[config.mk]
export PLATFORM = sky130hd
export DESIGN_NAME = rffe_cmd_rx
export DESIGN_NICKNAME = d
export VERILOG_FILES = /design/src/rtl/rffe_cmd_rx.sv
export SDC_FILE = /design/constraint.sdc
export NUM_CORES = 1
export LEC_CHECK = 0
export ABC_AREA = 1
export BUFFER_PORTS_ARGS = -buffer_cell sky130_fd_sc_hd__buf_2
export CORE_AREA = 2 2 83 85
export CTS_CLUSTER_DIAMETER = 150
export DETAILED_ROUTE_END_ITERATION = 8
export DIE_AREA = 0 0 85 87
export GPL_ROUTABILITY_DRIVEN = 0
export GPL_TIMING_DRIVEN = 0
export PLACE_DENSITY = 0.79
export SLEW_MARGIN = 20
export SYNTH_ARGS = -nofsm -noshare
export SYNTH_HDL_FRONTEND = slang
export SYNTH_SLANG_ARGS = --single-unit
[constraint.sdc]
create_clock -name clk -period 3 [get_ports clk]
set_clock_uncertainty 0.05 [all_clocks]
set_input_delay 0.3 -clock clk [delete_from_list [all_inputs] [get_ports clk]]
set_output_delay 0.3 -clock clk [all_outputs]
set_load 0.05 [all_outputs]
[src/rtl/rffe_cmd_rx.sv]
module rffe_cmd_rx #(
  parameter logic [3:0] UID_RST     = 4'h3,
  parameter logic [7:0] PROD_ID     = 8'h5A,
  parameter logic [7:0] MANUF_ID    = 8'h4C,
  parameter logic [1:0] MANUF_HI    = 2'b10,
  parameter int         SYNC_STAGES = 2
) (
  input  logic       clk,
  input  logic       rst_n,
  input  logic       sclk,
  input  logic       sdata_in,
  output logic       sdata_out,
  output logic       sdata_oe,
  output logic [7:0] mode_o
);

  localparam int CMD_BITS = 13;
  localparam int DAT_BITS = 9;
  localparam int RD_BITS  = 9;

  typedef enum logic [2:0] {S_IDLE, S_CMD, S_DATA, S_RD_TA, S_RD_OUT} st_t;

  logic [SYNC_STAGES-1:0] sclk_pipe, sdat_pipe;
  logic sclk_q, sdat_q, armed;
  st_t  st;
  logic [3:0]  cnt;
  logic [11:0] sr;
  logic [4:0]  addr_q;
  logic [8:0]  rd_sr;
  logic [7:0]  err_q, err_set;
  logic [3:0]  uid_q, gid_q;
  logic [7:0]  mode_q, rd_val;

  always_ff @(posedge clk or negedge rst_n)
    if (!rst_n) begin
      sclk_pipe <= '0;
      sdat_pipe <= '0;
      sclk_q    <= 1'b0;
      sdat_q    <= 1'b0;
    end else begin
      sclk_pipe <= {sclk_pipe[SYNC_STAGES-2:0], sclk};
      sdat_pipe <= {sdat_pipe[SYNC_STAGES-2:0], sdata_in};
      sclk_q    <= sclk_pipe[SYNC_STAGES-1];
      sdat_q    <= sdat_pipe[SYNC_STAGES-1];
    end

  wire sclk_s  = sclk_pipe[SYNC_STAGES-1];
  wire bit_in  = sdat_pipe[SYNC_STAGES-1];
  wire sc_rise = sclk_s & ~sclk_q;
  wire sc_fall = ~sclk_s & sclk_q;
  wire sd_rise = bit_in & ~sdat_q & ~sclk_s;
  wire sd_fall = ~bit_in & sdat_q & ~sclk_s;
  wire ssc     = sd_fall & armed;

  always_ff @(posedge clk or negedge rst_n)
    if (!rst_n) armed <= 1'b0;
    else        armed <= ~sclk_s & ~ssc & (armed | sd_rise);

  wire [12:0] cmd_word   = {sr[11:0], bit_in};
  wire [3:0]  sid        = cmd_word[12:9];
  wire [7:0]  code       = cmd_word[8:1];
  wire        cmd_par_ok = ^cmd_word;
  wire        hit_uid    = (sid == uid_q) && (sid != 4'd0);
  wire        hit_gid    = (sid == gid_q);
  wire        hit_bc     = (sid == 4'd0);
  wire        hit_any    = hit_uid | hit_gid | hit_bc;
  wire        is_r0      = code[7];
  wire        is_wr      = (code[7:5] == 3'b010);
  wire        is_rd      = (code[7:5] == 3'b011);
  wire        is_ext     = (code[7:6] == 2'b00);
  wire        cmd_evt    = (st == S_CMD) && sc_fall && (cnt == 4'(CMD_BITS-1));
  wire        cmd_ok     = cmd_evt && cmd_par_ok && hit_any;

  wire [8:0]  dat_word   = {sr[7:0], bit_in};
  wire [7:0]  dat_val    = dat_word[8:1];
  wire        dat_par_ok = ^dat_word;
  wire        dat_evt    = (st == S_DATA) && sc_fall && (cnt == 4'(DAT_BITS-1));

  function automatic logic addr_valid(input logic [4:0] a);
    return (a == 5'h00) || (a == 5'h1A) || (a == 5'h1B) ||
           (a == 5'h1D) || (a == 5'h1E) || (a == 5'h1F);
  endfunction

  always_comb
    case (code[4:0])
      5'h00:   rd_val = mode_q;
      5'h1A:   rd_val = err_q;
      5'h1B:   rd_val = {4'h0, gid_q};
      5'h1D:   rd_val = PROD_ID;
      5'h1E:   rd_val = MANUF_ID;
      5'h1F:   rd_val = {2'b00, MANUF_HI, uid_q};
      default: rd_val = 8'h00;
    endcase

  wire rd_go  = cmd_ok && is_rd && hit_uid && addr_valid(code[4:0]);
  wire rd_clr = rd_go && (code[4:0] == 5'h1A);

  always_comb begin
    err_set    = 8'h00;
    err_set[6] = cmd_evt && !cmd_par_ok;
    err_set[5] = (ssc && (st != S_IDLE)) || (cmd_ok && is_ext);
    err_set[3] = dat_evt && !dat_par_ok;
    err_set[2] = cmd_ok && is_rd && hit_uid && !addr_valid(code[4:0]);
    err_set[1] = dat_evt && dat_par_ok && !addr_valid(addr_q);
    err_set[0] = cmd_ok && is_rd && !hit_uid;
  end

  always_ff @(posedge clk or negedge rst_n)
    if (!rst_n)      err_q <= 8'h00;
    else if (rd_clr) err_q <= 8'h00;
    else             err_q <= err_q | err_set;

  always_ff @(posedge clk or negedge rst_n)
    if (!rst_n) begin
      st        <= S_IDLE;
      cnt       <= '0;
      sr        <= '0;
      addr_q    <= '0;
      rd_sr     <= '0;
      uid_q     <= UID_RST;
      gid_q     <= 4'h0;
      mode_q    <= 8'h00;
      sdata_out <= 1'b0;
      sdata_oe  <= 1'b0;
    end else if (ssc) begin
      st       <= S_CMD;
      cnt      <= '0;
      sdata_oe <= 1'b0;
    end else begin
      case (st)
        S_CMD: if (sc_fall) begin
          sr  <= {sr[10:0], bit_in};
          cnt <= cnt + 4'd1;
          if (cnt == 4'(CMD_BITS-1)) begin
            st <= S_IDLE;
            if (cmd_ok && is_r0) mode_q <= {1'b0, code[6:0]};
            if (cmd_ok && is_wr) begin
              st     <= S_DATA;
              cnt    <= '0;
              addr_q <= code[4:0];
            end
            if (rd_go) begin
              st    <= S_RD_TA;
              rd_sr <= {rd_val, ~^rd_val};
            end
          end
        end
        S_DATA: if (sc_fall) begin
          sr  <= {sr[10:0], bit_in};
          cnt <= cnt + 4'd1;
          if (cnt == 4'(DAT_BITS-1)) begin
            st <= S_IDLE;
            if (dat_par_ok)
              case (addr_q)
                5'h00:   mode_q <= dat_val;
                5'h1B:   gid_q  <= dat_val[3:0];
                5'h1F:   uid_q  <= dat_val[3:0];
                default: ;
              endcase
          end
        end
        S_RD_TA: if (sc_fall) begin
          st  <= S_RD_OUT;
          cnt <= '0;
        end
        S_RD_OUT: begin
          if (sc_rise) begin
            sdata_oe <= 1'b1;
            if (cnt < 4'(RD_BITS)) begin
              sdata_out <= rd_sr[8];
              rd_sr     <= {rd_sr[7:0], 1'b0};
              cnt       <= cnt + 4'd1;
            end else begin
              sdata_out <= 1'b0;
              cnt       <= 4'(RD_BITS+1);
            end
          end
          if (sc_fall && (cnt == 4'(RD_BITS+1))) begin
            sdata_oe <= 1'b0;
            st       <= S_IDLE;
          end
        end
        default: st <= S_IDLE;
      endcase
    end

  assign mode_o = mode_q;

  assert_oe_in_readout_R4: assert property (@(posedge clk) disable iff (!rst_n)
    sdata_oe |-> (st == S_RD_OUT));
  assert_release_after_park_R4: assert property (@(posedge clk) disable iff (!rst_n)
    $fell(sdata_oe) && !$past(ssc) |-> !sdata_out);
  assert_cmd_parity_discard_R7: assert property (@(posedge clk) disable iff (!rst_n)
    (cmd_evt && !cmd_par_ok) |=> (err_q[6] && (st == S_IDLE) && $stable(mode_q)));
  assert_ext_rejected_R8: assert property (@(posedge clk) disable iff (!rst_n)
    (cmd_ok && is_ext) |=> (err_q[5] && (st == S_IDLE)));
  assert_data_parity_discard_R9: assert property (@(posedge clk) disable iff (!rst_n)
    (dat_evt && !dat_par_ok) |=> ($stable(mode_q) && $stable(uid_q) && $stable(gid_q) && err_q[3]));
  assert_group_read_nodrive_R11: assert property (@(posedge clk) disable iff (!rst_n)
    err_set[0] |=> (st == S_IDLE));
  assert_status_clear_R12: assert property (@(posedge clk) disable iff (!rst_n)
    rd_clr |=> (err_q == 8'h00));

endmodule

After elaboration in Yosys (flattened, before gate mapping). Index checks and enable logic that the tools add are counted.

Bits in registers: 66. Input port bits: 4. Logic and storage cells: 177. Output and inout port bits: 10.

Bitwise gates (word level): 18. $lt $le $gt $ge: 1. Eq/ne operators: 38. $add $sub $neg: 1. Multiplexer cells: 40. Reductions and logical operators: 63.

Operators with widths (count): 2-to-1 mux 8 bit (8); == test 5 bit, second input constant (10); one-hot mux 8 bit (6 select lines) (1); 2-to-1 mux 9 bit (5); 2-to-1 mux 4 bit (8); 2-to-1 mux 3 bit (8); logical AND 1 bit (22); one-hot mux 9 bit (2 select lines) (1); AND reduction 6 bit (3); one-hot mux 4 bit (4 select lines) (1); one-hot mux 8 bit (2 select lines) (1); inequality test 3 bit, second input constant (5); XOR reduction 13 bit (1); == test 3 x 2 -> 1 bit, second input constant (4); == test 4 bit, second input constant (3); inequality test 2 bit, second input constant (6); one-hot mux 3 bit (4 select lines) (1); logical OR 1 bit (11); logical NOT 5 bit (2); AND reduction 5 bit (2); AND 1 bit (9); AND reduction 9 bit (1); XOR reduction 9 bit (1); == test 4 bit (2); 23 further kinds (45).

Logic depth before layout (Yosys ltp). Gate-level depths: netlist (run 1).

Word-level depth: 14. Mapped depth: 18. Gate-level depth less buffers: 17.

Least setup slack after synthesis (run 1). OpenSTA, ideal clock, no wires.

Kind: flip-flop to flip-flop. Start point: register sr[5]. End point: register mode_q[4], in the netlist mode_o[4]. Data arrival time: 1.840 ns. Path buffers: 0. Required time: 2.831 ns. Period minus slack after synthesis: 2.009 ns. Setup slack: 0.991 ns. Library setup time: 0.119 ns. Cell stages (with the launch flop): 15. Cells stage by stage: dfrtp_1 inv_1 ha_1 inv_1 nand3_1 nand2_1 inv_1 nand2_1 nand2_2 xor2_2 nand2_2 o21ai_4 nand3_4 nand2_1 nand2_1.

Word-level cells in the longest chain between the ends: 6. Elaborated cells on any way between the ends: 8. Those cells by class: 2 x eq/ne; 6 x reduce/logical.

Ends and longest elaborated chain: start, declared (line 27) `logic [11:0] sr;`; start signal, assigned (line 132) `sr <= {sr[10:0], bit_in};`; start signal, assigned (line 149) `sr <= {sr[10:0], bit_in};`; XOR reduction 13 bit (line 62) `wire cmd_par_ok = ^cmd_word;`; logical AND 1 bit (2 in series) (line 72) `wire cmd_ok = cmd_evt && cmd_par_ok && hit_any;`; logical AND 1 bit (line 136) `if (cmd_ok && is_r0) mode_q <= {1'b0, code[6:0]};`; inequality test 2 x 1 -> 1 bit (no source line); AND reduction 9 bit (no source line) *; end signal, assigned (line 136); end signal, assigned (line 155) `5'h00: mode_q <= dat_val;`; end, declared (line 32) `logic [7:0] mode_q, rd_val;`.

Mark *: on every way between the ends. The rest lies on a longest branch, timed or not. A chain may end at the register's enable or synchronous reset.

Final worst setup path (run 1).
Start point: register sdat_pipe[1]. End point: register sr[10].

Word-level cells in the longest chain between the ends: 6.

Ends and longest elaborated chain: start, declared (line 23) `logic [SYNC_STAGES-1:0] sclk_pipe, sdat_pipe;`; start signal, assigned (line 42) `sdat_pipe <= {sdat_pipe[SYNC_STAGES-2:0], sdata_in};`; inverter 1 bit (line 52) `wire sd_fall = ~bit_in & sdat_q & ~sclk_s;`; AND 1 bit (2 in series) (line 52); AND 1 bit (line 53) `wire ssc = sd_fall & armed;`; inverter 1 bit (no source line); AND reduction 3 bit (no source line).

No other way between the ends.

==> impl_metrics.env, run 1 <==
export IMPL_clock_latency_ns=0.35
export IMPL_dr_pass1_iters=6
export IMPL_rsz0062_at_grt="no"
export IMPL_grt_max_degree=65
export IMPL_post_cts_buffers=0
export IMPL_crit_required_ns=3.22
export IMPL_dp_cells=629
export IMPL_setup_worst_path_end_class="flop"
export IMPL_min_period_ns=2.54
export IMPL_holdCritPathClass="primary input to async pin"
export IMPL_syn_area_um2=3820
export IMPL_ys_top_cells_by_area="dfrtp_1, nand2_1, inv_1"
export IMPL_cts_tree="done"
export IMPL_violations="hold timing"
export IMPL_synth_flop_cell="dfrtp_1"
export IMPL_tns_ns=0
export IMPL_drtIter0Drc=253
export IMPL_antenna_cells=0
export IMPL_synthCells=536
export IMPL_synth_nets=546
export IMPL_achievable_frequency_mhz=393
export IMPL_synth_top_area_frac=0.406
export IMPL_dp_hpwl_mm=6.89
export IMPL_synth_common_cells="nand2_1, inv_1, dfrtp_1"
export IMPL_cts_clk_slew_worst_paths_ns=0.08
export IMPL_vias_per_cell=5.62
export IMPL_antenna_found_initial=0
export IMPL_die_area_um2=7400
export IMPL_worstMarginPinSlew_ns=0.817
export IMPL_fin_nets=570
export IMPL_instances_no_fill=645
export IMPL_ctsLongestPathBuffers=2
export IMPL_leakage_nw=2.15
export IMPL_hold_ws_ns=-0.0136
export IMPL_maxSlewViolCount=0
export IMPL_postCtsHoldBufs=0
export IMPL_arrival_ns=2.77
export IMPL_ys_types=33
export IMPL_overflow=0
export IMPL_synth_top_cell_by_area="dfrtp_1"
export IMPL_syn_avg_cell_area_um2=7.14
export IMPL_run_status="complete, but fails checks"
export IMPL_synth_edf_count=0
export IMPL_cellPowerDensity_nw_per_um2=430
export IMPL_cp_slowest_cell="o21ai_1"
export IMPL_critical_path_class="flop to flop"
export IMPL_numCtsBuffers=9
export IMPL_slew_headroom=0.455
export IMPL_numPortBuffers=13
export IMPL_rows=30
export IMPL_grt_pass1_wl_mm=16.0
export IMPL_synthToLayoutAreaGrowth_pct=9.32
export IMPL_ant_nets=0
export IMPL_path_cells="inv_1 > nand4_2 > inv_2 > nor2_1 > o21ai_1 > clkbuf_1 > nand2_1 > o21ai_0"
export IMPL_postSynth_asyncResetShare=1.00
export IMPL_wl_per_cell_um=14.7
export IMPL_yosys_warnings=0
export IMPL_ir_drop_mv=0.363
export IMPL_yosysMostFrequentCell="nand2_1"
export IMPL_route_vias_total=3625
export IMPL_finalCritPeriodShare=0.848
export IMPL_worstPathMaxFanout=10
export IMPL_layout_drive_gt1_share=0.115
export IMPL_drc=0
export IMPL_die_w_um=85
export IMPL_fp_coreArea_um2=6570
export IMPL_grt_usage=0.275
export IMPL_wl_mm=9.51
export IMPL_grt_pass1_vias=3405
export IMPL_ctsResizeCount=0
export IMPL_ys_seq_area_frac=0.419
export IMPL_report_final_hold_viol_count=14
export IMPL_drv_cap=0
export IMPL_slowest_delay_ns=0.45
export IMPL_ys_ff_latch=64
export IMPL_clock_sinks=64
export IMPL_startpoint_type="flop"
export IMPL_pin_count=14
export IMPL_initial_utilization=0.582
export IMPL_die_h_um=87
export IMPL_htreeDepth=3
export IMPL_clockRootBuffer="clkbuf_8"
export IMPL_setup_viol=0
[cells by family (layout without fill, tap and decap cells)]
logic type	after synthesis	in the layout	synth area share
AO/OA/AOI/OAI	65	65	0.0955
AND/OR/NAND/NOR	318	318	0.377
flip-flops	64	64	0.419
buffers and inverters	80	109	0.0795
adder cells (fa/ha/maj)	6	6	0.0196
XOR/XNOR	3	3	0.00883
[path summary, 6_finish.rpt]
path / to / start / slack (ns) / cells after the start
worst min register to register: sdat_pipe[1]$_DFF_PN0_ / sdat_pipe[0]$_DFF_PN0_ / 0.30 / 0
min in group clk: sdat_pipe[0]$_DFF_PN0_ / sdata_in / 0.01 / 1
max in group asynchronous: gid_q[3]$_DFFE_PN0P_ / rst_n / 2.38 / 1
worst max register to register: sr[10]$_DFFE_PN0P_ / sdat_pipe[1]$_DFF_PN0_ / 0.46 / 8
worst min-delay path: cnt[0]$_DFFE_PN0P_ / rst_n / -0.01 / 1
worst max-delay path: sr[10]$_DFFE_PN0P_ / sdat_pipe[1]$_DFF_PN0_ / 0.46 / 8
[final cells by class]
class / count / area (um^2)
timing repair buffer: 13 / 67.6
tap: 80 / 100
clock buffer: 11 / 131
inverter: 74 / 278
sequential: 64 / 1600
buffer: 6 / 26.3
clock inverter: 5 / 57.6
fill: 573 / 2390
multi-input combinational: 392 / 1920
[through the flow]
step | total power, mW | setup slack, ns | instance area, um^2 | hold WS (ns) | utilization
3_3_place_gp | 1.07 | 0.501 | 3990 | 0.282 | 0.607
2_1_floorplan | 1.02 | 0.991 | 3820 | -0.0456 | -
3_5_place_dp | 1.07 | 0.523 | 3990 | 0.287 | 0.608
5_1_grt | 1.86 | 0.266 | 4180 | 0.00579 | 0.637
6_report | 1.80 | 0.455 | 4180 | -0.0136 | 0.637
4_1_cts | 1.81 | 0.490 | 4180 | 0.00312 | 0.637
[critical path: cells and delay by family (launching register included)]
| family | cells | cell delay, ns |
|---|---|---|
| compound gates | 2 | 0.55 |
| simple gates | 3 | 0.52 |
| flops | 1 | 0.44 |
| buf+inv | 3 | 0.91 |
[report_power, final]
| part | internal (mW) | switching (mW) | total [mW] |
|---|---|---|---|
| Combinational | 0.0462 | 0.116 | 0.162 |
| Clock | 0.383 | 0.356 | 0.738 |
| Sequential | 0.880 | 0.0171 | 0.897 |
| Total | 1.31 | 0.488 | 1.80 |
[flip-flops by register name (all words and copies together), names as in the netlist]
name / flops
st: 3
rd_sr: 9
sclk_q: 1
addr_q: 5
err_q: 6
mode_o: 8
gid_q: 4
cnt: 4
sr: 12
sclk_pipe: 2
sdata_out: 1
sdat_pipe: 2
sdata_oe: 1
armed: 1
sdat_q: 1
uid_q: 4
[layer usage]
| layer | vias up | GRT usage | wire [um] |
|---|---|---|---|
| li1 | 1784 | - | - |
| met1 | 1702 | 0.358 | 4130 |
| met2 | 120 | 0.452 | 4540 |
| met3 | 19 | 0.0654 | 617 |
| met4 | 0 | 0.0938 | 221 |
| met5 | - | 0 | 0 |
[cell usage in the layout (no fill, tap or decap), drive strengths merged]
cell type and instances:
nor4 3, and3 1, dfrtp 62, clkbuf 14, o22ai 3, nor3 6
nand2 188, bufinv 1, clkinvlp 3, nor2 53, buf 16, o21ai 47
xor2 2, nand3b 2, a21oi 10, nand3 40, a2bb2oi 1, xnor2 1
clkinv 1, o211ai 4, nand4 25, dfstp 2, inv 74, ha 6
No activity file was read; power rests on OpenSTA's default activity.
==> run 2: changes to the inputs <==
--- a/config.mk
+++ b/config.mk
@@ -7,13 +7,13 @@
 export LEC_CHECK = 0
 export ABC_AREA = 1
 export BUFFER_PORTS_ARGS = -buffer_cell sky130_fd_sc_hd__buf_2
-export CORE_AREA = 2 2 83 85
+export CORE_AREA = 2 2 86 88
 export CTS_CLUSTER_DIAMETER = 150
 export DETAILED_ROUTE_END_ITERATION = 8
-export DIE_AREA = 0 0 85 87
+export DIE_AREA = 0 0 88 90
 export GPL_ROUTABILITY_DRIVEN = 0
 export GPL_TIMING_DRIVEN = 0
-export PLACE_DENSITY = 0.79
+export PLACE_DENSITY = 0.77
 export SLEW_MARGIN = 20
 export SYNTH_ARGS = -nofsm -noshare
 export SYNTH_HDL_FRONTEND = slang
==> constraint.sdc (replaced) <==
create_clock -name clk -period 2.2 [get_ports clk]
set_clock_uncertainty 0.05 [all_clocks]
set_input_delay 0.22 -clock clk [delete_from_list [all_inputs] [get_ports clk]]
set_output_delay 0.22 -clock clk [all_outputs]
set_load 0.05 [all_outputs]
==> impl_metrics.env, run 2 (synthesized netlist as in run 1, its figures left out) <==
export IMPL_die_area_um2=7920
export IMPL_drv_cap=0
export IMPL_worst_path_most_repeated_cell="nand2_2"
export IMPL_path_cells="buf_6 > inv_6 > nand2_2 > nand2_1 > nand2_1 > nand2_1 > nand2_2 > nand2_2 > xor2_2 > nand2_2 > o21ai_4 > nand3_4 > nand2_2 > nand2_1"
export IMPL_dp_cells=649
export IMPL_dp_hpwl_mm=7.04
export IMPL_largest_register="sr"
export IMPL_fp_coreArea_um2=7020
export IMPL_leakage_nw=2.32
export IMPL_ctsLongestPathBuffers=2
export IMPL_cts_tree="done"
export IMPL_achievable_frequency_mhz=469
export IMPL_initial_utilization=0.545
export IMPL_rr_endpoint="mode_o[6]$_DFFE_PN0P_"
export IMPL_slowest_delay_ns=0.38
export IMPL_largest_register_ffs=12
export IMPL_rsz0062_at_grt="yes"
export IMPL_finalCritPeriodShare=0.970
export IMPL_post_route_util=0.660
export IMPL_holdCritPathClass="primary input to async pin"
export IMPL_cp_slowest_cell="dfrtp_1"
export IMPL_setup_worst_path_end_class="flop"
export IMPL_grt_pass1_wl_mm=16.4
export IMPL_vias_per_cell=5.55
export IMPL_cts_clk_slew_worst_paths_ns=0.07
export IMPL_drc=0
export IMPL_wl_per_cell_um=14.6
export IMPL_grt_pass1_vias=3520
export IMPL_numPortBuffers=13
export IMPL_die_h_um=90
export IMPL_r2r_cells=14
export IMPL_pin_count=14
export IMPL_place_area_um2=4040
export IMPL_r2r_start="sr[1]$_DFFE_PN0P_"
export IMPL_r2r_setup_slack_ns=0.07
export IMPL_critical_path_class="flop to flop"
export IMPL_fin_nets=601
export IMPL_numCtsBuffers=9
export IMPL_ir_drop_mv=0.464
export IMPL_cellPowerDensity_nw_per_um2=522
export IMPL_grt_usage=0.264
export IMPL_grt_max_degree=49
export IMPL_instances_no_fill=695
export IMPL_setup_viol=0
export IMPL_run_status="finished clean"
export IMPL_antenna_cells=0
export IMPL_final_area_um2=4630
export IMPL_report_final_hold_viol_count=0
export IMPL_die_w_um=88
export IMPL_arrival_ns=2.33
export IMPL_layout_drive_gt1_share=0.223
export IMPL_clock_latency_ns=0.35
export IMPL_startpoint_type="flop"
export IMPL_maxSlewViolCount=0
export IMPL_htreeDepth=3
export IMPL_worstPathMaxFanout=8
export IMPL_layout_common_cells="nand2_1, inv_1, dfrtp_1, o21ai_0, nor2_1"
export IMPL_total_power_mw=2.42
export IMPL_dr_pass1_iters=5
export IMPL_rows=31
export IMPL_final_common_cell="nand2_1"
export IMPL_antenna_found_initial=0
export IMPL_crit_required_ns=2.40
export IMPL_min_period_ns=2.13
export IMPL_overflow=0
export IMPL_ant_nets=0
export IMPL_drtIter0Drc=269
export IMPL_route_vias_total=3860
export IMPL_synthToLayoutAreaGrowth_pct=21.1
export IMPL_clock_sinks=64
export IMPL_slew_headroom=0.744
export IMPL_fillers=593
export IMPL_clockRootBuffer="clkbuf_8"
export IMPL_worstMarginPinSlew_ns=0.382
export IMPL_wl_mm=10.1
-- run 2: cell types whose count changed in the layout (fill, tap and decap cells not counted), moves of 5 or more --
cell	delta
buf_4	+25
nand2_1	-12
nand2_2	+11
inv_1	-9
dfrtp_1	-6
dfrtp_2	+6
nor2_4	+6
nor2_1	-5
-- run 2: area by class of cell --
type / count / area (um^2) / area share
plain buffers: 5 / 30.0 / 0.00648
clock inverters: 3 / 17.5 / 0.00378
well taps: 99 / 124 / 0.0267
flip-flops and latches: 64 / 1610 / 0.348
inverters: 74 / 295 / 0.0638
multi-input cells: 393 / 2060 / 0.445
repair buffers: 44 / 344 / 0.0743
clock buffers: 13 / 149 / 0.0322
-- run 2: worst max path at each step --
| stage | from | end | slack, ns |
|---|---|---|---|
| after global routing | sdat_pipe[1]$_DFF_PN0_ | mode_o[6]$_DFFE_PN0P_ | -0.06 |
| after global placement | sdat_pipe[1]$_DFF_PN0_ | sr[1]$_DFFE_PN0P_ | -0.24 |
| after CTS | sclk_pipe[1]$_DFF_PN0_ | rd_sr[0]$_DFFE_PN0P_ | 0.002 |
| after detailed placement | sdat_pipe[1]$_DFF_PN0_ | sr[1]$_DFFE_PN0P_ | -0.26 |
| after floorplan | sr[5]$_DFFE_PN0P_ | mode_o[4]$_DFFE_PN0P_ | 0.19 |
| final | sr[1]$_DFFE_PN0P_ | mode_o[6]$_DFFE_PN0P_ | 0.07 |
-- run 2: worst max-delay path, delay by kind of cell (launching register included) --
kind	cells	cell delay [ns]
simple gates	10	0.90
flops	1	0.38
compound gates	1	0.27
buf+inv	2	0.23
xor+xnor	1	0.19
-- run 2: what timing repair did --
action	4_1_cts	5_1_grt
gates cloned	0	1
endpoints found under the setup margin	42	54
pin swaps	3	18
resized for setup	17	48
hold buffers	3	0
setup buffers	8	19
hold endpoints to repair	32	0
-- run 2: where the power goes --
part           leakage [nW]  internal [mW]  switching (mW)
clock network        0.0834          0.437           0.456
registers             0.860           1.20          0.0270
logic                  1.38          0.115           0.179
-- run 2: metal layers --
| layer | routed length (um) | vias to the layer above | global-route usage |
|---|---|---|---|
| li1 | - | 1849 | - |
| met1 | 4290 | 1839 | 0.354 |
| met2 | 4880 | 149 | 0.426 |
| met3 | 705 | 23 | 0.0496 |
| met4 | 265 | 0 | 0.0885 |
| met5 | 0 | - | 0 |
-- run 2: through the flow --
step | setup WS, ns | setup TNS (ns) | hold WS (ns)
after global routing | -0.0612 | -0.559 | 0.248
after CTS | 0.00221 | 0 | 0.236
final | 0.0659 | 0 | 0.228
after floorplan | 0.191 | 0 | -0.126
after detailed placement | -0.263 | -4.85 | 0.0599
after global placement | -0.242 | -3.09 | 0.279
==> run 3: changes to the inputs <==
--- a/config.mk
+++ b/config.mk
@@ -13,6 +13,7 @@
 export DIE_AREA = 0 0 88 90
 export GPL_ROUTABILITY_DRIVEN = 0
 export GPL_TIMING_DRIVEN = 0
+export HOLD_SLACK_MARGIN = 0.08
 export PLACE_DENSITY = 0.77
 export SLEW_MARGIN = 20
 export SYNTH_ARGS = -nofsm -noshare
==> constraint.sdc (replaced) <==
create_clock -name clk -period 2.2 [get_ports clk]
set_clock_uncertainty 0.05 [all_clocks]
set_input_delay 0.44 -clock clk [delete_from_list [all_inputs] [get_ports clk]]
set_output_delay 0.44 -clock clk [all_outputs]
set_load 0.05 [all_outputs]
==> impl_metrics.env, run 3 (synthesized netlist as in run 1, its figures left out) <==
export IMPL_cts_tree="done"
export IMPL_die_h_um=90
export IMPL_rows=31
export IMPL_largest_register_ffs=12
export IMPL_numPortBuffers=13
export IMPL_fp_coreArea_um2=7020
export IMPL_r2r_setup_slack_ns=0.05
export IMPL_clock_latency_ns=0.35
export IMPL_leakage_nw=2.31
export IMPL_drtIter0Drc=280
export IMPL_report_final_hold_viol_count=0
export IMPL_layout_drive_gt1_share=0.224
export IMPL_ant_nets=0
export IMPL_fin_nets=599
export IMPL_startpoint_type="flop"
export IMPL_final_common_cell="nand2_1"
export IMPL_setup_worst_path_end_class="flop"
export IMPL_pin_count=14
export IMPL_holdCritPathClass="primary input to flop"
export IMPL_achievable_frequency_mhz=466
export IMPL_antenna_cells=0
export IMPL_ir_drop_mv=0.466
export IMPL_rsz0062_at_grt="yes"
export IMPL_grt_pass1_wl_mm=16.4
export IMPL_largest_register="sr"
export IMPL_run_status="finished clean"
export IMPL_grt_max_degree=49
export IMPL_slew_headroom=0.747
export IMPL_initial_utilization=0.545
export IMPL_drc=0
export IMPL_dr_pass1_iters=5
export IMPL_place_area_um2=4040
export IMPL_drv_cap=0
export IMPL_die_area_um2=7920
export IMPL_wl_per_cell_um=14.7
export IMPL_grt_usage=0.264
export IMPL_route_vias_total=3866
export IMPL_layout_common_cells="nand2_1, inv_1, dfrtp_1, o21ai_0, nor2_1"
export IMPL_worstMarginPinSlew_ns=0.377
export IMPL_vias_per_cell=5.58
export IMPL_min_period_ns=2.15
export IMPL_wl_mm=10.2
export IMPL_clock_sinks=64
export IMPL_die_w_um=88
export IMPL_final_area_um2=4610
export IMPL_maxSlewViolCount=0
export IMPL_antenna_found_initial=0
export IMPL_worstPathMaxFanout=8
export IMPL_hold_ws_ns=0.143
export IMPL_post_route_util=0.657
export IMPL_overflow=0
export IMPL_setup_viol=0
export IMPL_critical_path_class="flop to flop"
export IMPL_cts_clk_slew_worst_paths_ns=0.07
export IMPL_crit_required_ns=2.39
export IMPL_grt_pass1_vias=3519
export IMPL_arrival_ns=2.34
export IMPL_dp_hpwl_mm=7.04
export IMPL_tns_ns=0
export IMPL_synthToLayoutAreaGrowth_pct=20.5
export IMPL_clockRootBuffer="clkbuf_8"
export IMPL_numCtsBuffers=9
export IMPL_ctsLongestPathBuffers=2
export IMPL_cellPowerDensity_nw_per_um2=522
export IMPL_htreeDepth=3
export IMPL_finalCritPeriodShare=0.976
run 3: stage by stage:
stage	setup slack [ns]	power [mW]	instances
floorplan	0.191	1.39	536
global placement	-0.242	1.46	648
CTS	0.00221	2.36	674
detailed placement	-0.263	1.47	649
global route	-0.0612	2.51	693
finish	0.0531	2.41	693
run 3: area by class of cell:
| cell class | count | area, um^2 |
|---|---|---|
| fill | 598 | 2410 |
| multi-input combinational | 393 | 2060 |
| sequential | 64 | 1610 |
| timing repair buffer | 42 | 324 |
| inverter | 74 | 295 |
| clock buffer | 13 | 149 |
| tap | 99 | 124 |
| buffer | 5 | 30.0 |
| clock inverter | 3 | 17.5 |
run 3: path summary, 6_finish.rpt:
check                                          to  cells past startpoint              startpoint
max                         mode_o[6]$_DFFE_PN0P_                     14       sr[1]$_DFFE_PN0P_
min                        sdat_pipe[0]$_DFF_PN0_                      1                sdata_in
max reg2reg                 mode_o[6]$_DFFE_PN0P_                     14       sr[1]$_DFFE_PN0P_
min reg2reg                sdat_pipe[1]$_DFF_PN0_                      0  sdat_pipe[0]$_DFF_PN0_
max in group asynchronous    uid_q[1]$_DFFE_PN1P_                      3                   rst_n
min in group asynchronous    gid_q[3]$_DFFE_PN0P_                      2                   rst_n
run 3: critical path, stage by stage, from the launching register on:
cell	delay, ns
dfrtp_1	0.38
buf_6	0.15
inv_6	0.08
nand2_2	0.05
nand2_1	0.10
nand2_1	0.07
nand2_1	0.08
nand2_2	0.06
nand2_2	0.10
xor2_2	0.19
nand2_2	0.12
o21ai_4	0.28
nand3_4	0.18
nand2_2	0.10
nand2_1	0.04
run 3: repair_timing:
item | in CTS | in global routing
resized for setup | 17 | 48
endpoints found under the hold margin | 15 | 0
gates cloned | 0 | 1
hold buffers | 1 | 0
setup endpoints to repair | 42 | 54
pin swaps | 3 | 18
setup buffers | 8 | 19
run 3: power by group:
group          switching [mW]  internal [mW]  leakage (nW)  total (mW)
Clock                   0.449          0.437        0.0834       0.886
Sequential             0.0272           1.20         0.860        1.23
Combinational           0.178          0.113          1.37       0.291
Total                   0.654           1.75          2.31        2.41
run 3: routing by layer:
layer  global-route usage  wire length (um)  vias up
met5                    0                 0        -
met3               0.0496               706       26
met1                0.354              4300     1835
li1                     -                 -     1847
met2                0.426              4920      158
met4               0.0885               276        0
